<file path="src/rtl/gpio_port_pkg.sv">
package gpio_port_pkg;
  localparam int unsigned PORT_W = 8;
  localparam int unsigned ADDR_W = 3;

  typedef enum logic [ADDR_W-1:0] {
    RA_LATCH = 3'd0,
    RA_DIR   = 3'd1,
    RA_PIN   = 3'd2,
    RA_MASK  = 3'd3,
    RA_CTRL  = 3'd4,
    RA_STAT  = 3'd5
  } reg_addr_e;

  // visible pin: inputs from the pad, outputs from the latch
  function automatic logic [PORT_W-1:0] pin_view(
    input logic [PORT_W-1:0] ext,
    input logic [PORT_W-1:0] latch,
    input logic [PORT_W-1:0] dir
  );
    return (ext & ~dir) | (latch & dir);
  endfunction

  // toggle write on the pin address
  function automatic logic [PORT_W-1:0] toggle_bits(
    input logic [PORT_W-1:0] latch,
    input logic [PORT_W-1:0] flip
  );
    return latch ^ flip;
  endfunction

  // which bits moved between two samples
  function automatic logic [PORT_W-1:0] edge_bits(
    input logic [PORT_W-1:0] now_v,
    input logic [PORT_W-1:0] old_v
  );
    return now_v ^ old_v;
  endfunction
endpackage

</file>
<file path="src/rtl/gpio_in_sync.sv">
module gpio_in_sync #(
  parameter int unsigned WIDTH  = 8,
  parameter int unsigned STAGES = 2
) (
  input  logic             clk,
  input  logic             rst,
  input  logic [WIDTH-1:0] d_async,
  output logic [WIDTH-1:0] q_sync
);
  logic [WIDTH-1:0] stage_q [STAGES];

  generate
    for (genvar s = 0; s < STAGES; s++) begin : g_stage
      if (s == 0) begin : g_first
        always_ff @(posedge clk) begin
          if (rst) stage_q[s] <= '0;
          else     stage_q[s] <= d_async;
        end
      end else begin : g_next
        always_ff @(posedge clk) begin
          if (rst) stage_q[s] <= '0;
          else     stage_q[s] <= stage_q[s-1];
        end
      end
    end
  endgenerate

  assign q_sync = stage_q[STAGES-1];
endmodule

</file>
<file path="src/rtl/gpio_port_regs.sv">
module gpio_port_regs
  import gpio_port_pkg::*;
(
  input  logic              clk,
  input  logic              rst,
  input  logic              bus_we,
  input  logic [ADDR_W-1:0] bus_addr,
  input  logic [PORT_W-1:0] bus_wdata,
  input  logic [PORT_W-1:0] ext_sync,
  output logic [PORT_W-1:0] latch_q,
  output logic [PORT_W-1:0] dir_q,
  output logic [PORT_W-1:0] mask_q,
  output logic              en_q,
  output logic [PORT_W-1:0] pin_q,
  output logic              latch_evt_q,
  output logic [PORT_W-1:0] pin_evt_q,
  output logic              pin_all_q,
  output logic              flag_clr
);
  logic wr_latch, wr_dir, wr_pin, wr_mask, wr_ctrl, wr_stat;
  logic [PORT_W-1:0] latch_nx, dir_nx, pin_nx;

  assign wr_latch = bus_we && (bus_addr == RA_LATCH);
  assign wr_dir   = bus_we && (bus_addr == RA_DIR);
  assign wr_pin   = bus_we && (bus_addr == RA_PIN);
  assign wr_mask  = bus_we && (bus_addr == RA_MASK);
  assign wr_ctrl  = bus_we && (bus_addr == RA_CTRL);
  assign wr_stat  = bus_we && (bus_addr == RA_STAT);
  assign flag_clr = wr_stat && bus_wdata[0];

  always_comb begin
    latch_nx = latch_q;
    if (wr_latch)    latch_nx = bus_wdata;
    else if (wr_pin) latch_nx = toggle_bits(latch_q, bus_wdata);
    dir_nx = wr_dir ? bus_wdata : dir_q;
    pin_nx = pin_view(ext_sync, latch_nx, dir_nx);
  end

  always_ff @(posedge clk) begin
    if (rst) begin
      latch_q     <= '0;
      dir_q       <= '0;
      mask_q      <= '0;
      en_q        <= 1'b0;
      pin_q       <= '0;
      latch_evt_q <= 1'b0;
      pin_evt_q   <= '0;
      pin_all_q   <= 1'b0;
    end else begin
      latch_q     <= latch_nx;
      dir_q       <= dir_nx;
      pin_q       <= pin_nx;
      if (wr_mask) mask_q <= bus_wdata;
      if (wr_ctrl) en_q   <= bus_wdata[0];
      latch_evt_q <= wr_latch || wr_pin;
      pin_evt_q   <= wr_dir ? edge_bits(pin_nx, pin_q) : '0;
      pin_all_q   <= wr_dir;
    end
  end
endmodule

</file>
<file path="src/rtl/gpio_pin_change.sv">
module gpio_pin_change
  import gpio_port_pkg::*;
(
  input  logic              clk,
  input  logic              rst,
  input  logic [PORT_W-1:0] ext_sync,
  input  logic [PORT_W-1:0] mask,
  input  logic              clr,
  output logic              hit,
  output logic              flag_q
);
  logic [PORT_W-1:0] prev_q;

  assign hit = |(edge_bits(ext_sync, prev_q) & mask);

  always_ff @(posedge clk) begin
    if (rst) begin
      prev_q <= '0;
      flag_q <= 1'b0;
    end else begin
      prev_q <= ext_sync;
      if (hit)      flag_q <= 1'b1;
      else if (clr) flag_q <= 1'b0;
    end
  end
endmodule

</file>
<file path="src/rtl/gpio_port8.sv">
module gpio_port8
  import gpio_port_pkg::*;
#(
  parameter int unsigned SYNC_STAGES = 2
) (
  input  logic              clk,
  input  logic              rst,
  input  logic              bus_we,
  input  logic [ADDR_W-1:0] bus_addr,
  input  logic [PORT_W-1:0] bus_wdata,
  output logic [PORT_W-1:0] bus_rdata,
  input  logic [PORT_W-1:0] pad_in,
  output logic [PORT_W-1:0] pad_out,
  output logic [PORT_W-1:0] pad_oe,
  output logic              irq,
  output logic              out_evt,
  output logic [PORT_W-1:0] pin_evt,
  output logic              pin_evt_all,
  output logic [PORT_W-1:0] snap_out,
  output logic [PORT_W-1:0] snap_dir,
  output logic [PORT_W-1:0] snap_pin
);
  logic [PORT_W-1:0] ext_sync, latch_q, dir_q, mask_q, pin_q;
  logic              en_q, flag_q, flag_clr, pc_hit;

  gpio_in_sync #(.WIDTH(PORT_W), .STAGES(SYNC_STAGES)) u_sync (
    .clk(clk), .rst(rst), .d_async(pad_in), .q_sync(ext_sync)
  );

  gpio_port_regs u_regs (
    .clk(clk), .rst(rst), .bus_we(bus_we), .bus_addr(bus_addr),
    .bus_wdata(bus_wdata), .ext_sync(ext_sync), .latch_q(latch_q),
    .dir_q(dir_q), .mask_q(mask_q), .en_q(en_q), .pin_q(pin_q),
    .latch_evt_q(out_evt), .pin_evt_q(pin_evt), .pin_all_q(pin_evt_all),
    .flag_clr(flag_clr)
  );

  gpio_pin_change u_pc (
    .clk(clk), .rst(rst), .ext_sync(ext_sync), .mask(mask_q),
    .clr(flag_clr), .hit(pc_hit), .flag_q(flag_q)
  );

  always_comb begin
    unique case (bus_addr)
      RA_LATCH: bus_rdata = latch_q;
      RA_DIR:   bus_rdata = dir_q;
      RA_PIN:   bus_rdata = pin_q;
      RA_MASK:  bus_rdata = mask_q;
      RA_CTRL:  bus_rdata = {{(PORT_W-1){1'b0}}, en_q};
      RA_STAT:  bus_rdata = {{(PORT_W-1){1'b0}}, flag_q};
      default:  bus_rdata = '0;
    endcase
  end

  assign pad_out  = latch_q;
  assign pad_oe   = dir_q;
  assign irq      = flag_q & en_q;
  assign snap_out = latch_q;
  assign snap_dir = dir_q;
  assign snap_pin = pin_q;
endmodule

</file>
<file path="config.mk">
export PLATFORM = sky130hd
export DESIGN_NAME = gpio_port8
export DESIGN_NICKNAME = d
export VERILOG_FILES = /design/src/rtl/gpio_port_pkg.sv /design/src/rtl/gpio_in_sync.sv /design/src/rtl/gpio_port_regs.sv /design/src/rtl/gpio_pin_change.sv /design/src/rtl/gpio_port8.sv
export SDC_FILE = /design/constraint.sdc
export NUM_CORES = 1
export LEC_CHECK = 0
export ABC_AREA = 1
export BUFFER_PORTS_ARGS = -buffer_cell sky130_fd_sc_hd__buf_2
export CAP_MARGIN = 5
export CORE_ASPECT_RATIO = 1.25
export CORE_MARGIN = 3
export CORE_UTILIZATION = 30
export DETAILED_ROUTE_END_ITERATION = 16
export PLACE_DENSITY_LB_ADDON = 0.08
export SLEW_MARGIN = 20
export SYNTH_ARGS = -nofsm -noshare
export SYNTH_HDL_FRONTEND = slang
export SYNTH_SLANG_ARGS = --single-unit
</file>
<file path="constraint.sdc">
create_clock -name clk -period 1.65 [get_ports clk]
set_clock_uncertainty 0.1 [all_clocks]
set_input_delay 0.2475 -clock clk [delete_from_list [all_inputs] [get_ports clk]]
set_output_delay 0.2475 -clock clk [all_outputs]
set_load 0.05 [all_outputs]
</file>
# [Word-level counts from Yosys, hierarchy flattened]
# Memory sizes are Yosys's and may differ from the RTL's.
# Cells that the tools add are included.
[word_totals] reg_bits=52 mem_bits_rw=16 input_bits=22 output_inout_bits=59 memories=1
[mem_list] name="u_sync.stage_q" depth=2 word_bits=8 read_ports=2 rd_ports_with_merged_regs=0 write_ports=2 line_no="gpio_in_sync.sv:10" rtl="logic [WIDTH-1:0] stage_q [STAGES];"
[classes] n_eq_ne=5 mux=11 bitwise_logic=12 n_reduce_logical=12
[ops] operator="8-bit case mux with 6 select lines" n=1
[ops] operator="8-bit 2-to-1 mux" n=5
[ops] operator="8-bit bitwise AND" n=3
[ops] operator="8-bit XOR" n=3
[ops] operator="8-bit NOT" n=1
[ops] operator="8-bit OR" n=1
[ops] operator="8-bit OR reduction" n=1
[ops] operator="1-bit logical AND" n=7
[ops] operator="3-bit by 2-bit equality test with 1-bit output, second input constant" n=2
[ops] operator="3-bit equality test, second input constant" n=2
[ops] operator="1-bit 2-to-1 mux" n=5
[ops] operator="3-bit by 1-bit equality test with 1-bit output, second input constant" n=1
[ops] operator="3-bit logical NOT" n=1
[ops] operator="1-bit OR" n=2
[ops] operator="2-bit nonzero test" n=1
[ops] operator="2-bit OR reduction" n=1
[ops] operator="1-bit bitwise AND" n=1
[ops] operator="1-bit logical OR" n=1
[ops] operator="1-bit NOT" n=1

# [Logic depth before layout (Yosys ltp)]
[depth] depth_word=7 depth_mapped=11

# [Cells and area by module]
# A second synthesis with hierarchy kept.
[unflattened] hier_cells=490 hier_area_um2=3266.9
[by_module_without_submodules] module="gpio_port_regs" instances=1 cells_each=273 area_per_inst_um2=1906.8
[by_module_without_submodules] module="gpio_in_sync" instances=1 cells_each=50 area_per_inst_um2=474.2
[by_module_without_submodules] module="gpio_port8" instances=1 cells_each=96 area_per_inst_um2=449.2
[by_module_without_submodules] module="gpio_pin_change" instances=1 cells_each=71 area_per_inst_um2=436.7

# [Least setup slack after synthesis]
# OpenSTA, ideal clock, no wires.
[synth_path] kind="input to output" from="input port bus_addr[2]" to="output port bus_rdata[0]" arrival_ns=1.484 required_time_ns=1.302 slack_ns=-0.181 path_stages=7 cell_sequence="buf_4 -> nor2_4 -> buf_2 -> nand2_1 -> o22ai_1 -> a31oi_1 -> nand4_1"
[synth_between] elab_chain_cells=2 word_cells_on_any_way=7 classes_between="5 x eq/ne; 1 x mux; 1 x reduce/logical"
[synth_rtl] item="start: declaration" line_no="gpio_port8.sv:9" rtl="input logic [ADDR_W-1:0] bus_addr,"
[synth_rtl] item="3-bit equality test, or another cell as far along" line_no="gpio_port8.sv:44" rtl="unique case (bus_addr)"
[synth_rtl] item="8-bit case mux with 6 select lines *" line_no="gpio_port8.sv:44"
[synth_rtl] item="end: declaration" line_no="gpio_port8.sv:11" rtl="output logic [PORT_W-1:0] bus_rdata,"
# Mark *: on every way between the ends. The rest lies on a longest branch, timed or not.

# [Worst setup path in the final report]
[layout_path] from="register u_regs.pin_q[3]" to="output port bus_rdata[3]"
[layout_between] elab_chain_cells=1
[layout_rtl] item="start: declaration" line_no="gpio_port_regs.sv:14" rtl="output logic [PORT_W-1:0] pin_q,"
[layout_rtl] item="start signal: assignment" line_no="gpio_port_regs.sv:52" rtl="pin_q <= pin_nx;"
[layout_rtl] item="8-bit case mux with 6 select lines" line_no="gpio_port8.sv:44"
# No other way between the ends.

==> results.yml <==
run_status:
  status: "finished, final reports clean"
setup_path:
  crit_buf_inv: 2
  cp_max_fo: 3
  cp_top_family: "compound AO/OA/AOI/OAI gates"
  reg2reg_setup_slack_ns: 0.39
  start_kind: "flop"
  reg2reg_to: "u_regs.pin_evt_q[2]"
  path_class: "flop to output pin"
  cp_slowest_cell: "a221o_2"
  r2r_cells: 6
  r2r_start: "u_regs.latch_q[2]"
  crit_chain: "inv_2 -> o22ai_2 -> a221o_2 -> buf_8"
  slowest_delay_ns: 0.34
  end_kind: "output pin"
  worstPathRequired_ns: 1.30
  cp.arrival_ns: 1.29
cells_and_area:
  fin_cells: 646
  drive_gt1_share_pct: 36.3
  nNetsFinal: 537
  final_core_util_pct: 42.7
  syn2layout_area_growth_pct: 36.5
  antenna_cells: 0
global_routing:
  grt_pass1_vias: 2823
  grt_max_degree: 26
  grt_overflow: 0
  antenna_found_initial: 0
  grt_pass1_wl_mm: 14.3
  grt_usage_pct: 16.5
floorplan:
  fp-row-count: 40
  die_y_um: 119
  die-area_sq_mm: 0.0114
  start_util_pct: 31.3
  die_w_um: 96.2
  pin_count: 81
  core_area_sq_mm: 0.00976
placed_design:
  port_buffers: 80
  routabilityCongestion: 0.770
  place_worst_setup_slack_ns: -0.165
  place_inst: 623
  place_hpwl_mm: 6.39
synthesis:
  synth_top_family_by_area: "simple AND/OR/NAND/NOR gates"
  synth-simple-area-share_pct: 27.0
  synth_seq_cells: 68
  yosys_warnings: 0
  syn_avg_cell_area_sq_um: 7.27
  ys_seq_area_share_pct: 44.6
  yosys-mux-area-fraction_pct: 0
  synthCells: 420
  syn_area_sq_mm: 0.00305
  syn_nets: 442
  synth_cell_types: 31
  synth_compound_area_share_pct: 12.7
  synthXorXnorAreaFrac_pct: 0
  synth_fa_ha_area_share_pct: 0
timing:
  slew_violations: 0
  rsz0062_at_grt: "true"
  fmax_mhz: 612
  hold_viol: 0
  finalSetupViolations: 0
  fin_ws_ns: 0.0165
  period_needed_ns: 1.63
  fin_tns_setup_ns: 0
  fin_crit_sh_pct: 99.0
  max_slew.worst_pin.slew_ns: 0.371
  slew_headroom_pct: 75.2
min_path:
  min_to: "u_sync.stage_q[0][3]"
  holdCritStartpoint: "pad_in[3]"
  min_path_cells: 3
  hold_path.class: "input port to flop"
clocking:
  htree_levels: 3
  path_clk_slew_ns: 0.06
  cts-buffers-inserted: 9
  clock-sinks: 68
  cts_max_path_buffers: 2
  cts_tree: "yes"
  cts_root_buf: "clkbuf_16"
  cts_hold_buf: 0
  clk_latency_ns: 0.33
power:
  p_switching_mw: 1.11
  switching_share_pct: 26.2
  power_density_mw_per_mm2: 1010
  clkPwrFrac_pct: 45.9
  p_leak_nw: 2.02
  intPower_mw: 3.12
  seqPwrFrac_pct: 41.2
  combPwrFrac_pct: 12.8
  peakVddDrop_v: 0.000532
detailed_routing:
  vias: 2959
  routed_wl_mm: 8.97
  wl_per_cell_um: 13.9
  ant_nets: 0
  drt-initial-drc-count: 117
  remaining_drc_errors: 0
  firstDrtPassIters: 5
  viasPerCell: 4.58
run:
  cap_violations: 0
-- worst max path at each step --
stage / cells past startpoint / slack, ns / end / start
6_report: 4 / 0.02 / bus_rdata[3] / u_regs.pin_q[3]
5_1_grt: 4 / -0.03 / bus_rdata[3] / u_regs.pin_q[3]
4_1_cts: 4 / -0.02 / bus_rdata[6] / u_regs.pin_q[6]
3_5_place_dp: 7 / -0.16 / u_regs.pin_evt_q[2] / bus_addr[1]
3_3_place_gp: 7 / -0.14 / u_regs.pin_evt_q[2] / bus_addr[1]
2_1_floorplan: 7 / -0.01 / bus_rdata[0] / bus_addr[2]
-- layout by cell type, fill, tap and decap left out, types with 16 or more instances in the layout --
master / synthesis / layout
nand2_1: 73 / 72
buf_2: 4 / 69
dfxtp_1: 68 / 56
inv_1: 66 / 49
nor2_1: 42 / 42
nand3_1: 39 / 38
a21oi_1: 32 / 32
buf_4: 18 / 32
inv_2: 3 / 19
o21ai_0: 16 / 16
-- through the flow --
stage	power (mW)	instance area (sq um)	hold slack (ns)
finish	4.22	4170	0.0168
global route	4.41	4170	0.0202
CTS	4.25	4040	0.00883
detailed placement	2.29	3670	0.293
global placement	2.28	3670	0.291
floorplan	2.13	3100	0.254
-- routing by layer --
layer	part of all wire [%]	vias up	track usage, %
li1	-	1525	-
met1	46	1336	22.3
met2	46	81	25.5
met3	5.1	17	2.74
met4	2.2	0	7.21
met5	0	-	0
-- flip-flops by register name, summed over array words and instances (netlist names) --
signal	flops
u_pc.flag_q	1
u_pc.prev_q	8
u_regs.dir_q	8
u_regs.en_q	1
u_regs.latch_evt_q	1
u_regs.latch_q	8
u_regs.mask_q	8
u_regs.pin_all_q	1
u_regs.pin_evt_q	8
u_regs.pin_q	8
u_sync.stage_q	16
-- layout make-up --
cell class	count	area (sq um)
Fill cell	1065	5590
Sequential cell	68	1380
Multi-Input combinational cell	247	1270
Timing Repair Buffer	114	768
Inverter	75	288
Clock buffer	12	256
Tap cell	126	158
Clock inverter	4	47.5
-- logic make-up after synthesis --
kind of cell,count (synthesis)
AO/OA/AOI/OAI,67
flip-flops,68
buffers and inverters,105
AND/OR/NAND/NOR,180
-- what timing repair did --
item                                    CTS  global route
buffers inserted                          0             7
pin swaps                                 0             7
endpoints found under the setup margin    8             8
resized for setup                        25            37
-- power by group through the flow --
stage               clock (mW)  combinational [mW]  sequential [mW]
floorplan                    0               0.292             1.84
global placement             0               0.510             1.77
detailed placement           0               0.514             1.77
CTS                       1.99               0.526             1.74
global route              2.07               0.593             1.75
finish                    1.94               0.543             1.74
-- worst reg2reg max path, delay by kind of cell (launching register included) --
kind	cells	cell delay, ns
and+or+nand+nor	5	0.51
DFF	1	0.45
AOI/OAI and AO/OA	1	0.14
-- cells in the mapped netlist --
| cell type | count | area, sq um |
|---|---|---|
| inv_1 | 66 | 248 |
| and3_1 | 1 | 6.26 |
| nor3b_1 | 1 | 7.51 |
| o22ai_1 | 8 | 50.1 |
| nand4_1 | 12 | 75.1 |
| nor3_4 | 1 | 16.3 |
| dfxtp_1 | 68 | 1360 |
| buf_2 | 4 | 20.0 |
| buf_6 | 1 | 11.3 |
| nor3_1 | 1 | 5.00 |
| a21o_1 | 1 | 7.51 |
| nand2_2 | 3 | 18.8 |
| a221o_1 | 7 | 70.1 |
| clkbuf_1 | 6 | 22.5 |
| buf_4 | 18 | 135 |
| nor2_4 | 1 | 11.3 |
| buf_1 | 1 | 3.75 |
| nand3_2 | 4 | 40.0 |
| nand3_1 | 39 | 195 |
| a21oi_2 | 1 | 8.76 |
| o21ai_0 | 16 | 80.1 |
| nor2_1 | 42 | 158 |
| nor2_2 | 1 | 6.26 |
| clkinv_2 | 1 | 5.00 |
| clkinv_1 | 4 | 15.0 |
| nand2_1 | 73 | 274 |
| inv_4 | 1 | 6.26 |
| a31oi_1 | 2 | 12.5 |
| nand2_4 | 1 | 11.3 |
| inv_2 | 3 | 11.3 |
| a21oi_1 | 32 | 160 |
Power figures use the tool's default switching activity.
